$ cat src/rtl/pcm_port_pkg.sv
package pcm_port_pkg;

   typedef enum logic {
      FMT_SHORT = 1'b0,
      FMT_LONG  = 1'b1
   } pcm_fmt_t;

   // events handed from the frame controller to the transmitter
   typedef struct packed {
      logic     rise;     // bit clock rising edge seen
      logic     fs_rise;  // sync rising edge seen
      logic     f0;       // first falling edge with sync high
      logic     last;     // falling edge in the middle of the LSB
      pcm_fmt_t fmt;      // timing class of the current frame
      logic     en_now;   // frame may drive the line
      logic     fs_lvl;   // synchronized sync level
   } pcm_tx_ev_t;

endpackage

$ cat src/rtl/pcm_sync.sv
module pcm_sync #(
   parameter int W      = 3,
   parameter int STAGES = 2
) (
   input  logic         clk,
   input  logic         rst_n,
   input  logic [W-1:0] d,
   output logic [W-1:0] q
);

   if (STAGES == 0) begin : g_pass
      assign q = d;
   end else begin : g_flops
      logic [W-1:0] chain [STAGES];

      always_ff @(posedge clk or negedge rst_n) begin
         if (!rst_n) begin
            for (int i = 0; i < STAGES; i++) chain[i] <= '0;
         end else begin
            chain[0] <= d;
            for (int i = 1; i < STAGES; i++) chain[i] <= chain[i-1];
         end
      end

      assign q = chain[STAGES-1];
   end

endmodule

$ cat src/rtl/pcm_frame_ctl.sv
module pcm_frame_ctl
   import pcm_port_pkg::*;
#(
   parameter int WORD_W     = 8,
   parameter int LONG_MIN   = 2,
   parameter int ISO_FRAMES = 2,
   parameter int IDX_W      = 4
) (
   input  logic             clk,
   input  logic             rst_n,
   input  logic             pwr_up,
   input  logic             bclk_s,
   input  logic             fs_s,
   output pcm_tx_ev_t       ev,
   output logic [IDX_W-1:0] idx,
   output logic             rx_sample,
   output logic             rx_last,
   output logic             iso_zero
);

   localparam int HI_W  = $clog2(LONG_MIN + 1);
   localparam int ISO_W = $clog2(ISO_FRAMES + 1);

   logic             bclk_q, fs_q;
   logic [HI_W-1:0]  hi_cnt;
   pcm_fmt_t         fmt_next, fmt_cur, fmt_eff;
   logic             active, frame_en, en_now;
   logic [IDX_W-1:0] idx_q, cur_idx;
   logic [ISO_W-1:0] iso_cnt;
   logic             rise, fall, fs_rise, f0, step;

   assign rise    = bclk_s & ~bclk_q;
   assign fall    = ~bclk_s & bclk_q;
   assign fs_rise = fs_s & ~fs_q;
   assign fmt_eff = fs_rise ? fmt_next : fmt_cur;
   assign en_now  = fs_rise ? (iso_cnt == '0) : frame_en;
   assign f0      = pwr_up & fall & fs_s & (hi_cnt == '0);
   assign cur_idx = f0 ? ((fmt_eff == FMT_LONG) ? IDX_W'(1) : IDX_W'(0))
                       : idx_q + IDX_W'(1);
   assign step      = f0 | (pwr_up & fall & active);
   assign rx_sample = step & (cur_idx != IDX_W'(0));
   assign rx_last   = step & (cur_idx == IDX_W'(WORD_W));

   always_ff @(posedge clk or negedge rst_n) begin
      if (!rst_n) begin
         bclk_q <= 1'b0;
         fs_q   <= 1'b0;
      end else begin
         bclk_q <= bclk_s;
         fs_q   <= fs_s;
      end
   end

   always_ff @(posedge clk or negedge rst_n) begin
      if (!rst_n) begin
         hi_cnt   <= '0;
         fmt_next <= FMT_SHORT;
         fmt_cur  <= FMT_SHORT;
         active   <= 1'b0;
         idx_q    <= IDX_W'(WORD_W);
         iso_cnt  <= ISO_W'(ISO_FRAMES);
         frame_en <= 1'b0;
      end else if (!pwr_up) begin
         hi_cnt   <= '0;
         fmt_next <= FMT_SHORT;
         fmt_cur  <= FMT_SHORT;
         active   <= 1'b0;
         idx_q    <= IDX_W'(WORD_W);
         iso_cnt  <= ISO_W'(ISO_FRAMES);
         frame_en <= 1'b0;
      end else begin
         if (fs_rise) begin
            fmt_cur  <= fmt_next;
            frame_en <= (iso_cnt == '0);
            if (iso_cnt != '0) iso_cnt <= iso_cnt - ISO_W'(1);
         end
         if (fall) begin
            if (fs_s) begin
               if (hi_cnt != HI_W'(LONG_MIN)) hi_cnt <= hi_cnt + HI_W'(1);
            end else if (hi_cnt != '0) begin
               fmt_next <= (hi_cnt >= HI_W'(LONG_MIN)) ? FMT_LONG : FMT_SHORT;
               hi_cnt   <= '0;
            end
         end
         if (step) begin
            idx_q  <= cur_idx;
            active <= (cur_idx != IDX_W'(WORD_W));
         end
      end
   end

   assign ev.rise    = rise;
   assign ev.fs_rise = fs_rise;
   assign ev.f0      = f0;
   assign ev.last    = rx_last;
   assign ev.fmt     = fmt_eff;
   assign ev.en_now  = en_now;
   assign ev.fs_lvl  = fs_s;
   assign idx        = idx_q;
   assign iso_zero   = (iso_cnt == '0);

endmodule

$ cat src/rtl/pcm_tx.sv
module pcm_tx
   import pcm_port_pkg::*;
#(
   parameter int WORD_W = 8,
   parameter int IDX_W  = 4
) (
   input  logic              clk,
   input  logic              rst_n,
   input  logic              pwr_up,
   input  pcm_tx_ev_t        ev,
   input  logic [IDX_W-1:0]  idx,
   input  logic [WORD_W-1:0] tx_byte,
   output logic              sdo,
   output logic              sdo_oe
);

   logic [WORD_W-1:0] sr;
   logic              sending;
   pcm_fmt_t          lng;
   logic              load_long, load_short, rise_w;

   assign load_long  = ev.fs_rise & (ev.fmt == FMT_LONG) & ev.en_now;
   assign load_short = ev.f0 & (ev.fmt == FMT_SHORT) & ev.en_now;
   assign rise_w     = ev.rise;

   always_ff @(posedge clk or negedge rst_n) begin
      if (!rst_n) begin
         sr      <= '0;
         sending <= 1'b0;
         sdo_oe  <= 1'b0;
         lng     <= FMT_SHORT;
      end else if (!pwr_up) begin
         sending <= 1'b0;
         sdo_oe  <= 1'b0;
      end else if (load_long) begin
         sr      <= tx_byte;
         sending <= 1'b1;
         sdo_oe  <= 1'b1;
         lng     <= FMT_LONG;
      end else if (load_short) begin
         sr      <= tx_byte;
         sending <= 1'b1;
         lng     <= FMT_SHORT;
      end else begin
         if (ev.rise && sending) begin
            if (idx == '0) sdo_oe <= 1'b1;
            else if (idx < IDX_W'(WORD_W)) sr <= {sr[WORD_W-2:0], 1'b0};
         end
         if (ev.last) sending <= 1'b0;
         if ((ev.last || !sending) && (lng == FMT_SHORT || !ev.fs_lvl))
            sdo_oe <= 1'b0;
      end
   end

   assign sdo = sr[WORD_W-1];

   AST_PD_RELEASE: assert property (@(posedge clk) disable iff (!rst_n)
      !pwr_up |=> !sdo_oe);
   AST_SDO_HOLD: assert property (@(posedge clk) disable iff (!rst_n)
      sdo_oe && $past(sdo_oe) && !$past(rise_w) |-> $stable(sdo));

endmodule

$ cat src/rtl/pcm_rx.sv
module pcm_rx #(
   parameter int WORD_W = 8
) (
   input  logic              clk,
   input  logic              rst_n,
   input  logic              pwr_up,
   input  logic              sdi_s,
   input  logic              sample,
   input  logic              last,
   output logic [WORD_W-1:0] rx_byte,
   output logic              rx_valid
);

   logic [WORD_W-2:0] acc;
   logic [WORD_W-1:0] word_next;

   assign word_next = {acc, sdi_s};

   always_ff @(posedge clk or negedge rst_n) begin
      if (!rst_n) begin
         acc      <= '0;
         rx_byte  <= '0;
         rx_valid <= 1'b0;
      end else if (!pwr_up) begin
         rx_valid <= 1'b0;
      end else begin
         rx_valid <= last;
         if (sample) acc <= word_next[WORD_W-2:0];
         if (last) rx_byte <= word_next;
      end
   end

   AST_VALID_ONE: assert property (@(posedge clk) disable iff (!rst_n)
      rx_valid |=> !rx_valid);

endmodule

$ cat src/rtl/pcm_frame_port.sv
module pcm_frame_port
   import pcm_port_pkg::*;
#(
   parameter int WORD_W      = 8,
   parameter int SYNC_STAGES = 2,
   parameter int ISO_FRAMES  = 2,
   parameter int LONG_MIN    = 2
) (
   input  logic              clk,
   input  logic              rst_n,
   input  logic              pwr_up,
   input  logic              bclk,
   input  logic              fs,
   input  logic              sdi,
   input  logic [WORD_W-1:0] tx_byte,
   output logic              sdo,
   output logic              sdo_oe,
   output logic [WORD_W-1:0] rx_byte,
   output logic              rx_valid
);

   localparam int IDX_W = $clog2(WORD_W + 1);

   if (WORD_W < 2) begin : g_bad_word
      $error("pcm_frame_port: WORD_W must be at least 2");
   end
   if (ISO_FRAMES < 1) begin : g_bad_iso
      $error("pcm_frame_port: ISO_FRAMES must be at least 1");
   end
   if (LONG_MIN < 2) begin : g_bad_long
      $error("pcm_frame_port: LONG_MIN must be at least 2");
   end
   if (SYNC_STAGES < 0) begin : g_bad_sync
      $error("pcm_frame_port: SYNC_STAGES must not be negative");
   end

   logic             bclk_s, fs_s, sdi_s;
   pcm_tx_ev_t       ev;
   logic [IDX_W-1:0] idx;
   logic             rx_sample, rx_last, iso_zero;

   pcm_sync #(.W(3), .STAGES(SYNC_STAGES)) u_sync (
      .clk   (clk),
      .rst_n (rst_n),
      .d     ({bclk, fs, sdi}),
      .q     ({bclk_s, fs_s, sdi_s})
   );

   pcm_frame_ctl #(
      .WORD_W(WORD_W), .LONG_MIN(LONG_MIN), .ISO_FRAMES(ISO_FRAMES), .IDX_W(IDX_W)
   ) u_ctl (
      .clk       (clk),
      .rst_n     (rst_n),
      .pwr_up    (pwr_up),
      .bclk_s    (bclk_s),
      .fs_s      (fs_s),
      .ev        (ev),
      .idx       (idx),
      .rx_sample (rx_sample),
      .rx_last   (rx_last),
      .iso_zero  (iso_zero)
   );

   pcm_tx #(.WORD_W(WORD_W), .IDX_W(IDX_W)) u_tx (
      .clk     (clk),
      .rst_n   (rst_n),
      .pwr_up  (pwr_up),
      .ev      (ev),
      .idx     (idx),
      .tx_byte (tx_byte),
      .sdo     (sdo),
      .sdo_oe  (sdo_oe)
   );

   pcm_rx #(.WORD_W(WORD_W)) u_rx (
      .clk      (clk),
      .rst_n    (rst_n),
      .pwr_up   (pwr_up),
      .sdi_s    (sdi_s),
      .sample   (rx_sample),
      .last     (rx_last),
      .rx_byte  (rx_byte),
      .rx_valid (rx_valid)
   );

   AST_ISO_GATE: assert property (@(posedge clk) disable iff (!rst_n)
      $rose(sdo_oe) |-> iso_zero);

endmodule

$ cat config.mk
export PLATFORM = sky130hd
export DESIGN_NAME = pcm_frame_port
export DESIGN_NICKNAME = d
export VERILOG_FILES = /design/src/rtl/pcm_port_pkg.sv /design/src/rtl/pcm_sync.sv /design/src/rtl/pcm_frame_ctl.sv /design/src/rtl/pcm_tx.sv /design/src/rtl/pcm_rx.sv /design/src/rtl/pcm_frame_port.sv
export SDC_FILE = /design/constraint.sdc
export NUM_CORES = 1
export LEC_CHECK = 0
export BUFFER_PORTS_ARGS = -buffer_cell sky130_fd_sc_hd__buf_2
export CORE_ASPECT_RATIO = 2
export CORE_MARGIN = 2
export CORE_UTILIZATION = 60
export CTS_BUF_LIST = sky130_fd_sc_hd__clkbuf_8
export DETAILED_ROUTE_END_ITERATION = 16
export MAX_ROUTING_LAYER = met4
export PLACE_DENSITY = 0.92
export REMOVE_ABC_BUFFERS = 1
export SLEW_MARGIN = 20
export SYNTH_ARGS = -nofsm -noshare
export SYNTH_HDL_FRONTEND = slang
export SYNTH_HIERARCHICAL = 1
export SYNTH_SLANG_ARGS = --single-unit
export TNS_END_PERCENT = 5
$ cat constraint.sdc
create_clock -name clk -period 2.9 [get_ports clk]
set_clock_uncertainty 0.2 [all_clocks]
set_input_delay 0 -clock clk [delete_from_list [all_inputs] [get_ports clk]]
set_output_delay 0 -clock clk [all_outputs]
set_load 0.02 [all_outputs]
==> results of run 1 <==
[power by group]
| group | leakage, nW | internal [mW] | switching [mW] |
|---|---|---|---|
| clock | 0.0557 | 0.214 | 0.208 |
| combinational | 0.526 | 0.0514 | 0.0657 |
| sequential | 0.622 | 0.682 | 0.0203 |
[cell type report]
| class | count | area [µm²] | area share, % |
|---|---|---|---|
| multi-input combinational | 122 | 913 | 35.6 |
| sequential | 47 | 1180 | 46.0 |
| tap | 49 | 61.3 | 2.39 |
| inverter | 13 | 48.8 | 1.90 |
| clock inverter | 1 | 3.75 | 0.146 |
| clock buffer | 7 | 96.3 | 3.76 |
| timing repair buffer | 38 | 260 | 10.2 |
[per-stage QoR]
stage	power, mW	instances	hold slack (ns)	area, µm²
final	1.24	277	0.0465	2560
after global routing	1.29	277	0.111	2560
after CTS	1.24	277	0.141	2560
after detailed placement	0.815	256	-0.0901	2330
after global placement	0.809	256	-0.0926	2330
after floorplan	0.769	182	-0.496	2140
[cells by family after synthesis]
family          count (synthesis)
simple gates                   47
buf+inv                        28
xor+xnor                        4
mux                            20
compound gates                 47
fa+ha+maj                       4
flops                          47
[cell usage after synthesis (2+ instances only)]
master    number  area share [%]
nor2_1         8             1.3
nand3_1       11             2.5
nand4b_1       5             1.9
inv_1         12             2.0
a211oi_1       2            0.67
clkbuf_1       2            0.33
mux2i_1        2            0.89
a221oi_1       7             2.7
and4b_1        2            0.89
nand2b_1       2            0.56
dfrtp_1       45              50
nand2_2        2            0.56
a21oi_1        8             1.8
xor2_1         3             1.2
a31oi_1        8             2.2
and2_1         2            0.56
nor2b_1        4             1.1
o21ai_0       11             2.5
nand2_1        4            0.67
or3_1          2            0.56
buf_4         11             3.7
mux2_2        18             9.0
dfstp_2        2             2.3
ha_1           4             2.2
[routing by layer]
metal / up-vias / part of all wire, % / wire length, µm
li1: 775 / - / -
met1: 835 / 37 / 1830
met2: 66 / 54 / 2690
met3: 20 / 4.5 / 221
met4: 0 / 4.4 / 218
met5: - / 0 / 0
[worst max-delay path, stage by stage, from the launching register on]
cell and delay [ns]:
dfrtp_1 0.46, ha_1 0.35, or4b_1 0.58, o22a_1 0.24, nor2_1 0.16, nand2_2 0.18, mux2_2 0.33
[cells in the final DEF, fill, tap and decap left out, types with 2 or more instances in the layout]
cell type       n
dfrtp_1        45
buf_2          23
mux2_2         18
inv_1          13
dlygate4sd3_1  13
nand3_1        11
o21ai_0        11
nor2_1          8
a21oi_1         8
a31oi_1         8
clkbuf_8        7
a221oi_1        7
nand4b_1        5
nor2b_1         4
nand2_1         4
ha_1            4
xor2_1          3
buf_4           2
nand2b_1        2
and4b_1         2
or3_1           2
and2_1          2
a211oi_1        2
mux2i_1         2
dfstp_2         2
nand2_2         2
[worst min path at each step]
stage                                         end  slack [ns]  cells past startpoint
after CTS                 u_sync/g_flops.chain[5]        0.14                      2
after global routing                u_rx/rx_valid        0.11                      2
after floorplan                      u_ctl/active       -0.50                      0
after global placement    u_sync/g_flops.chain[5]       -0.09                      1
after detailed placement  u_sync/g_flops.chain[3]       -0.09                      1
final                             u_rx/rx_byte[5]        0.05                      2
[flip-flops by register name (all words and copies together), names as in the netlist]
register and flops:
u_tx/sr 8, u_rx/rx_valid 1, u_ctl/active 1, u_sync/g_flops.chain 3, u_ctl/bclk_q 1, u_rx/acc 7
u_ctl/fmt_cur 1, u_sync/q 3, u_ctl/frame_en 1, u_ctl/iso_cnt 2, u_tx/sdo_oe 1, u_tx/lng 1
u_ctl/fmt_next 1, u_ctl/hi_cnt 2, u_rx/rx_byte 8, u_ctl/fs_q 1, u_tx/sending 1, u_ctl/idx 4
==> out/qor.csv, run 1 <==
metric,value,unit
wirelength,4.96,mm
seq_area_frac_synth,52.5,%
finalCritPeriodShare,89.9,%
die_x,47.3,µm
core_area,3610,µm²
antenna_found_initial,0,
fillers,251,
setup_violations,0,
crit_fanout,9,
end_kind,flop,
io_pins,25,
yosysUniqueCellTypes,44,
diodes,0,
design.die.area,4280,µm²
grt_pass1_wl,8.41,mm
dr_total_vias,1696,
syn_to_final_growth,14.1,%
synth_ff_type,dfrtp_1,
async_flop_share,100,%
grt.busiest_layer,met2,
vias_per_cell,6.12,
outcome,"complete, no violations",
firstDrtPassIters,4,
synth.avg_cell_area,11.4,µm²
slew_headroom,62.3,%
dr.first_iter.drc_count,58,
synth_top_family_by_area,compound AO/OA/AOI/OAI gates,
fp-row-count,31,
synth_compound_area_share,14.3,%
clock-sinks,47,
yosysWarnings,6,
ctsResizeCount,0,
cp.required,2.88,ns
die_h,90.5,µm
syn_inst,197,
fmax,0.384,GHz
timing.critical_path.to,u_rx/rx_byte[4],
overflow,0,
ys_seq_elements,47,
drc,0,
nNetsFinal,245,
hpwl,3.11,mm
cts_root_buffer,clkbuf_8,
synth.area.mux_share,9.92,%
rrSetupSlack,0.29,ns
fin_ws,0.293,ns
drt.antenna.violating_nets,0,
netlist_area,2250,µm²
critical_path_class,flop to flop,
wl_per_cell,17.9,µm
critical_path_arrival,2.59,ns
ff2ff_path_depth,6,
cts.htree.levels,2,
grt_pass1_vias,1742,
irDropWorstVdd,499,µV
leakagePower,1.20,nW
start_util,62.3,%
clk_latency,0.30,ns
reg2reg_from,u_ctl/idx[0],
setup_tns,0,ns
hold_viol,0,
power_density,485,nW/µm²
synthAdderAreaFrac,2.23,%
clockBufferDepth,2,
synth_xor_area_share,1.56,%
gr-usage-met1,33.6,%
start_kind,flop,
globalRouteMet2Util,44.5,%
cp-startpoint,u_ctl/idx[0],
synth_edf_count,0,
pre_cts_slack,0.365,ns
maxSlewViolCount,0,
path_clk_slew,0.09,ns
fin_crit,2.61,ns
grt_max_degree,48,
port_buffers,24,
synthSimpleGateAreaFrac,12.6,%
maxCapViolations,0,
grt_setup_unrepaired,no,
hold_path.class,primary input to async pin,
final_util,71.0,%
cts_setup_buffers,0,
cts_made_buffers,5,
drive_gt1_share,25.0,%
timing.rr.end,u_rx/rx_byte[4],
ctsHoldBuffers,13,
routabilityCongestion,0.865,
grt_util_met3,4.80,%
tightestPinTransition,0.566,ns
grt_util_all_layers,28.3,%
cts_tree,done,
Note: power is estimated with default switching activity, not from simulation.
==> inputs of run 2 (changes only) <==
--- a/config.mk
+++ b/config.mk
@@ -12,11 +12,10 @@
 export CTS_BUF_LIST = sky130_fd_sc_hd__clkbuf_8
 export DETAILED_ROUTE_END_ITERATION = 16
 export MAX_ROUTING_LAYER = met4
-export PLACE_DENSITY = 0.92
+export PLACE_DENSITY = 0.93
 export REMOVE_ABC_BUFFERS = 1
 export SLEW_MARGIN = 20
 export SYNTH_ARGS = -nofsm -noshare
 export SYNTH_HDL_FRONTEND = slang
-export SYNTH_HIERARCHICAL = 1
 export SYNTH_SLANG_ARGS = --single-unit
 export TNS_END_PERCENT = 5
==> run 2 against run 1 <==
- via count decreased by 14%
- sequential cell count did not move
- cell count decreased by 9.4%
- clock-buffer cell count fell by 1
- synthesized cell count decreased by 9.1%
- wire length shrank 20%
- global-route usage is 4.7 points lower
- core utilization is 1.6 points higher
- sequential power up 5.5%
- worst setup slack improved by 0.045 ns
- maximum frequency is 1.8% higher
- critical path type unchanged
- synthesized area fell by 6.2%
==> out/qor.csv, run 2 <==
metric,value,unit,change
outcome,"complete, no violations",,unchanged
synth_top_area_share,53.5,%,was 50.1%
crit_fanout,10,,was 9
irDropWorstVdd,533,µV,was 499 µV
fmax,0.390,GHz,was 0.384 GHz
ys_seq_elements,47,,unchanged
ff2ff_path_depth,6,,unchanged
ctsResizeCount,0,,unchanged
syn_to_final_growth,16.5,%,was 14.1%
io_pins,25,,unchanged
wirelength,3.96,mm,was 4.96 mm
dr_total_vias,1454,,was 1696
setup_violations,0,,unchanged
fp-row-count,30,,was 31
design.die.area,4030,µm²,was 4280 µm²
die_h,87.8,µm,was 90.5 µm
hpwl,2.80,mm,was 3.11 mm
tightestPinTransition,0.554,ns,was 0.566 ns
port_buffers,24,,unchanged
netlist_area,2110,µm²,was 2250 µm²
maxSlewViolCount,0,,unchanged
rrSetupSlack,0.34,ns,was 0.29 ns
grt_pass1_wl,6.69,mm,was 8.41 mm
start_util,62.3,%,about the same
clock-sinks,47,,unchanged
slew_headroom,63.1,%,was 62.3%
cts_root_buffer,clkbuf_8,,unchanged
drive_gt1_share,26.5,%,was 25.0%
ctsHoldBuffers,13,,unchanged
end_kind,flop,,unchanged
synth_ff_type,dfrtp_1,,unchanged
reg2reg_from,u_ctl.idx[0],,was u_ctl/idx[0]
dr.first_iter.drc_count,42,,was 58
fin_crit,2.56,ns,was 2.61 ns
wl_per_cell,15.8,µm,was 17.9 µm
path_clk_slew,0.08,ns,was 0.09 ns
hold_viol,0,,unchanged
final_cell_mix,"dfrtp_1, inv_1, buf_2",,"was dfrtp_1, buf_2, mux2_2"
cp.required,2.89,ns,was 2.88 ns
clockBufferDepth,2,,unchanged
routabilityCongestion,0.858,,was 0.865
timing.hold.ws,0.0266,ns,was 0.0465 ns
cts_made_buffers,5,,unchanged
synthTopCellsByArea,"dfrtp_1, mux2_2, inv_1",,"was dfrtp_1, mux2_2, buf_4"
syn_inst,179,,was 197
largestRegisters,"u_rx.rx_byte x8, u_tx.sr x8, u_rx.acc x7",,"was u_rx/rx_byte x8, u_tx/sr x8, u_rx/acc x7"
synth.avg_cell_area,11.8,µm²,was 11.4 µm²
seq_area_frac_synth,56.0,%,was 52.5%
cp_slowest_cell,or3_1,,was or4b_1
ys_top_cells_by_count,"dfrtp_1, inv_1, mux2_2",,"was dfrtp_1, mux2_2, inv_1"
timing.rr.end,u_rx.rx_byte[6],,was u_rx/rx_byte[4]
comb_power_share,10.8,%,was 9.4%
yosysUniqueCellTypes,44,,unchanged
final_util,72.6,%,was 71.0%
core_area,3380,µm²,was 3610 µm²
leakagePower,1.24,nW,was 1.20 nW
vias_per_cell,5.79,,was 6.12
diodes,0,,unchanged
cts_tree,done,,unchanged
start_kind,flop,,unchanged
synth_top_cell_by_area,dfrtp_1,,unchanged
clkPwrFrac,31.4,%,was 34.0%
p_sw_share,24.5,%,was 23.7%
crit_top_cell,or3_1,,
antenna_found_initial,0,,unchanged
cp_cell_sequence,"ha_1, xor2_1, or3_1, or3_1, inv_1, mux2_2",,"was ha_1, or4b_1, o22a_1, nor2_1, nand2_2, mux2_2"
max_stage_delay,0.54,ns,was 0.58 ns
cts_setup_buffers,0,,unchanged
critical_path_arrival,2.56,ns,was 2.59 ns
synth_edf_count,0,,unchanged
setup_tns,0,ns,unchanged
hold_path.class,primary input to async pin,,unchanged
critical_path_class,flop to flop,,unchanged
power_density,523,nW/µm²,was 485 nW/µm²
grt_setup_unrepaired,no,,unchanged
crit_buf_inv,1,,was 0
grt_max_degree,48,,unchanged
maxCapViolations,0,,unchanged
overflow,0,,unchanged
p_sw,0.314,mW,was 0.294 mW
grt_pass1_vias,1529,,was 1742
async_flop_share,100,%,unchanged
cts.htree.levels,2,,unchanged
p_seq_share,57.8,%,was 56.6%
grt_util_all_layers,23.6,%,was 28.3%
die_x,45.9,µm,was 47.3 µm
yosysWarnings,0,,was 6
internal_power,0.969,mW,was 0.948 mW
drt.antenna.violating_nets,0,,unchanged
nNetsFinal,237,,was 245
final_common_cell,dfrtp_1,,unchanged
crit_family,simple AND/OR/NAND/NOR gates,,unchanged
drc,0,,unchanged
finalCritPeriodShare,88.3,%,was 89.9%
synth_most_common_cell,dfrtp_1,,unchanged
clk_latency,0.30,ns,about the same
firstDrtPassIters,7,,was 4
## run 2: changes by cell type after synthesis, sizes merged, moves of 5 or more
cell	before	now
inv	12	28
a31oi	8	1
nand4b	5	0
o21ai	12	7
buf	13	3
nor2	8	13
a222oi	0	7
a221oi	8	1
nand3	11	2
## run 2: how the worst max path moves through the flow
stage | start | to | cells past startpoint
after CTS | u_ctl.idx[0] | u_rx.rx_byte[6] | 6
after global placement | u_ctl.idx[0] | u_rx.rx_byte[6] | 6
final | u_ctl.idx[0] | u_rx.rx_byte[6] | 6
after floorplan | u_ctl.idx[0] | u_rx.rx_byte[6] | 6
after detailed placement | u_ctl.idx[0] | u_rx.rx_byte[6] | 6
after global routing | u_ctl.idx[0] | u_rx.rx_byte[6] | 6
## run 2: cell families (layout without fill, tap and decap cells)
logic type	after synthesis	after routing	synth area share [%]
AO/OA/AOI/OAI	34	34	13.2
buffers and inverters	33	73	6.95
multiplexers	18	18	9.51
AND/OR/NAND/NOR	38	38	9.74
adder cells (fa/ha/maj)	5	5	2.97
XOR/XNOR	4	4	1.66
flip-flops	47	47	56.0
## run 2: per-stage QoR
| stage | power (mW) | instances | setup WS [ns] | instance area (µm²) |
|---|---|---|---|---|
| floorplan | 0.827 | 174 | 0.513 | 2060 |
| global placement | 0.871 | 230 | 0.388 | 2220 |
| detailed placement | 0.880 | 230 | 0.332 | 2220 |
| CTS | 1.29 | 251 | 0.313 | 2450 |
| global route | 1.34 | 251 | 0.217 | 2450 |
| finish | 1.28 | 251 | 0.338 | 2450 |
## run 2: metal layers
layer / part of all wire [%] / up-vias / GRT usage (%)
met3: 2.9 / 10 / 4.95
li1: - / 697 / -
met5: 0 / - / -
met2: 55 / 35 / 38.9
met1: 39 / 712 / 26.6
met4: 2.8 / 0 / 10.1
## run 2: area by class of cell
class | count | area [µm²]
flip-flops and latches | 47 | 1180
fillers | 231 | 926
multi-input cells | 99 | 781
repair buffers | 37 | 253
inverters | 28 | 105
clock buffers | 6 | 82.6
well taps | 32 | 40.0
clock inverters | 2 | 12.5
## run 2: power by group through the flow
stage	logic (mW)	clock network, mW	registers [mW]
CTS	0.139	0.408	0.742
finish	0.138	0.403	0.742
global route	0.155	0.441	0.749
floorplan	0.0808	0	0.746
global placement	0.119	0	0.752
detailed placement	0.125	0	0.755
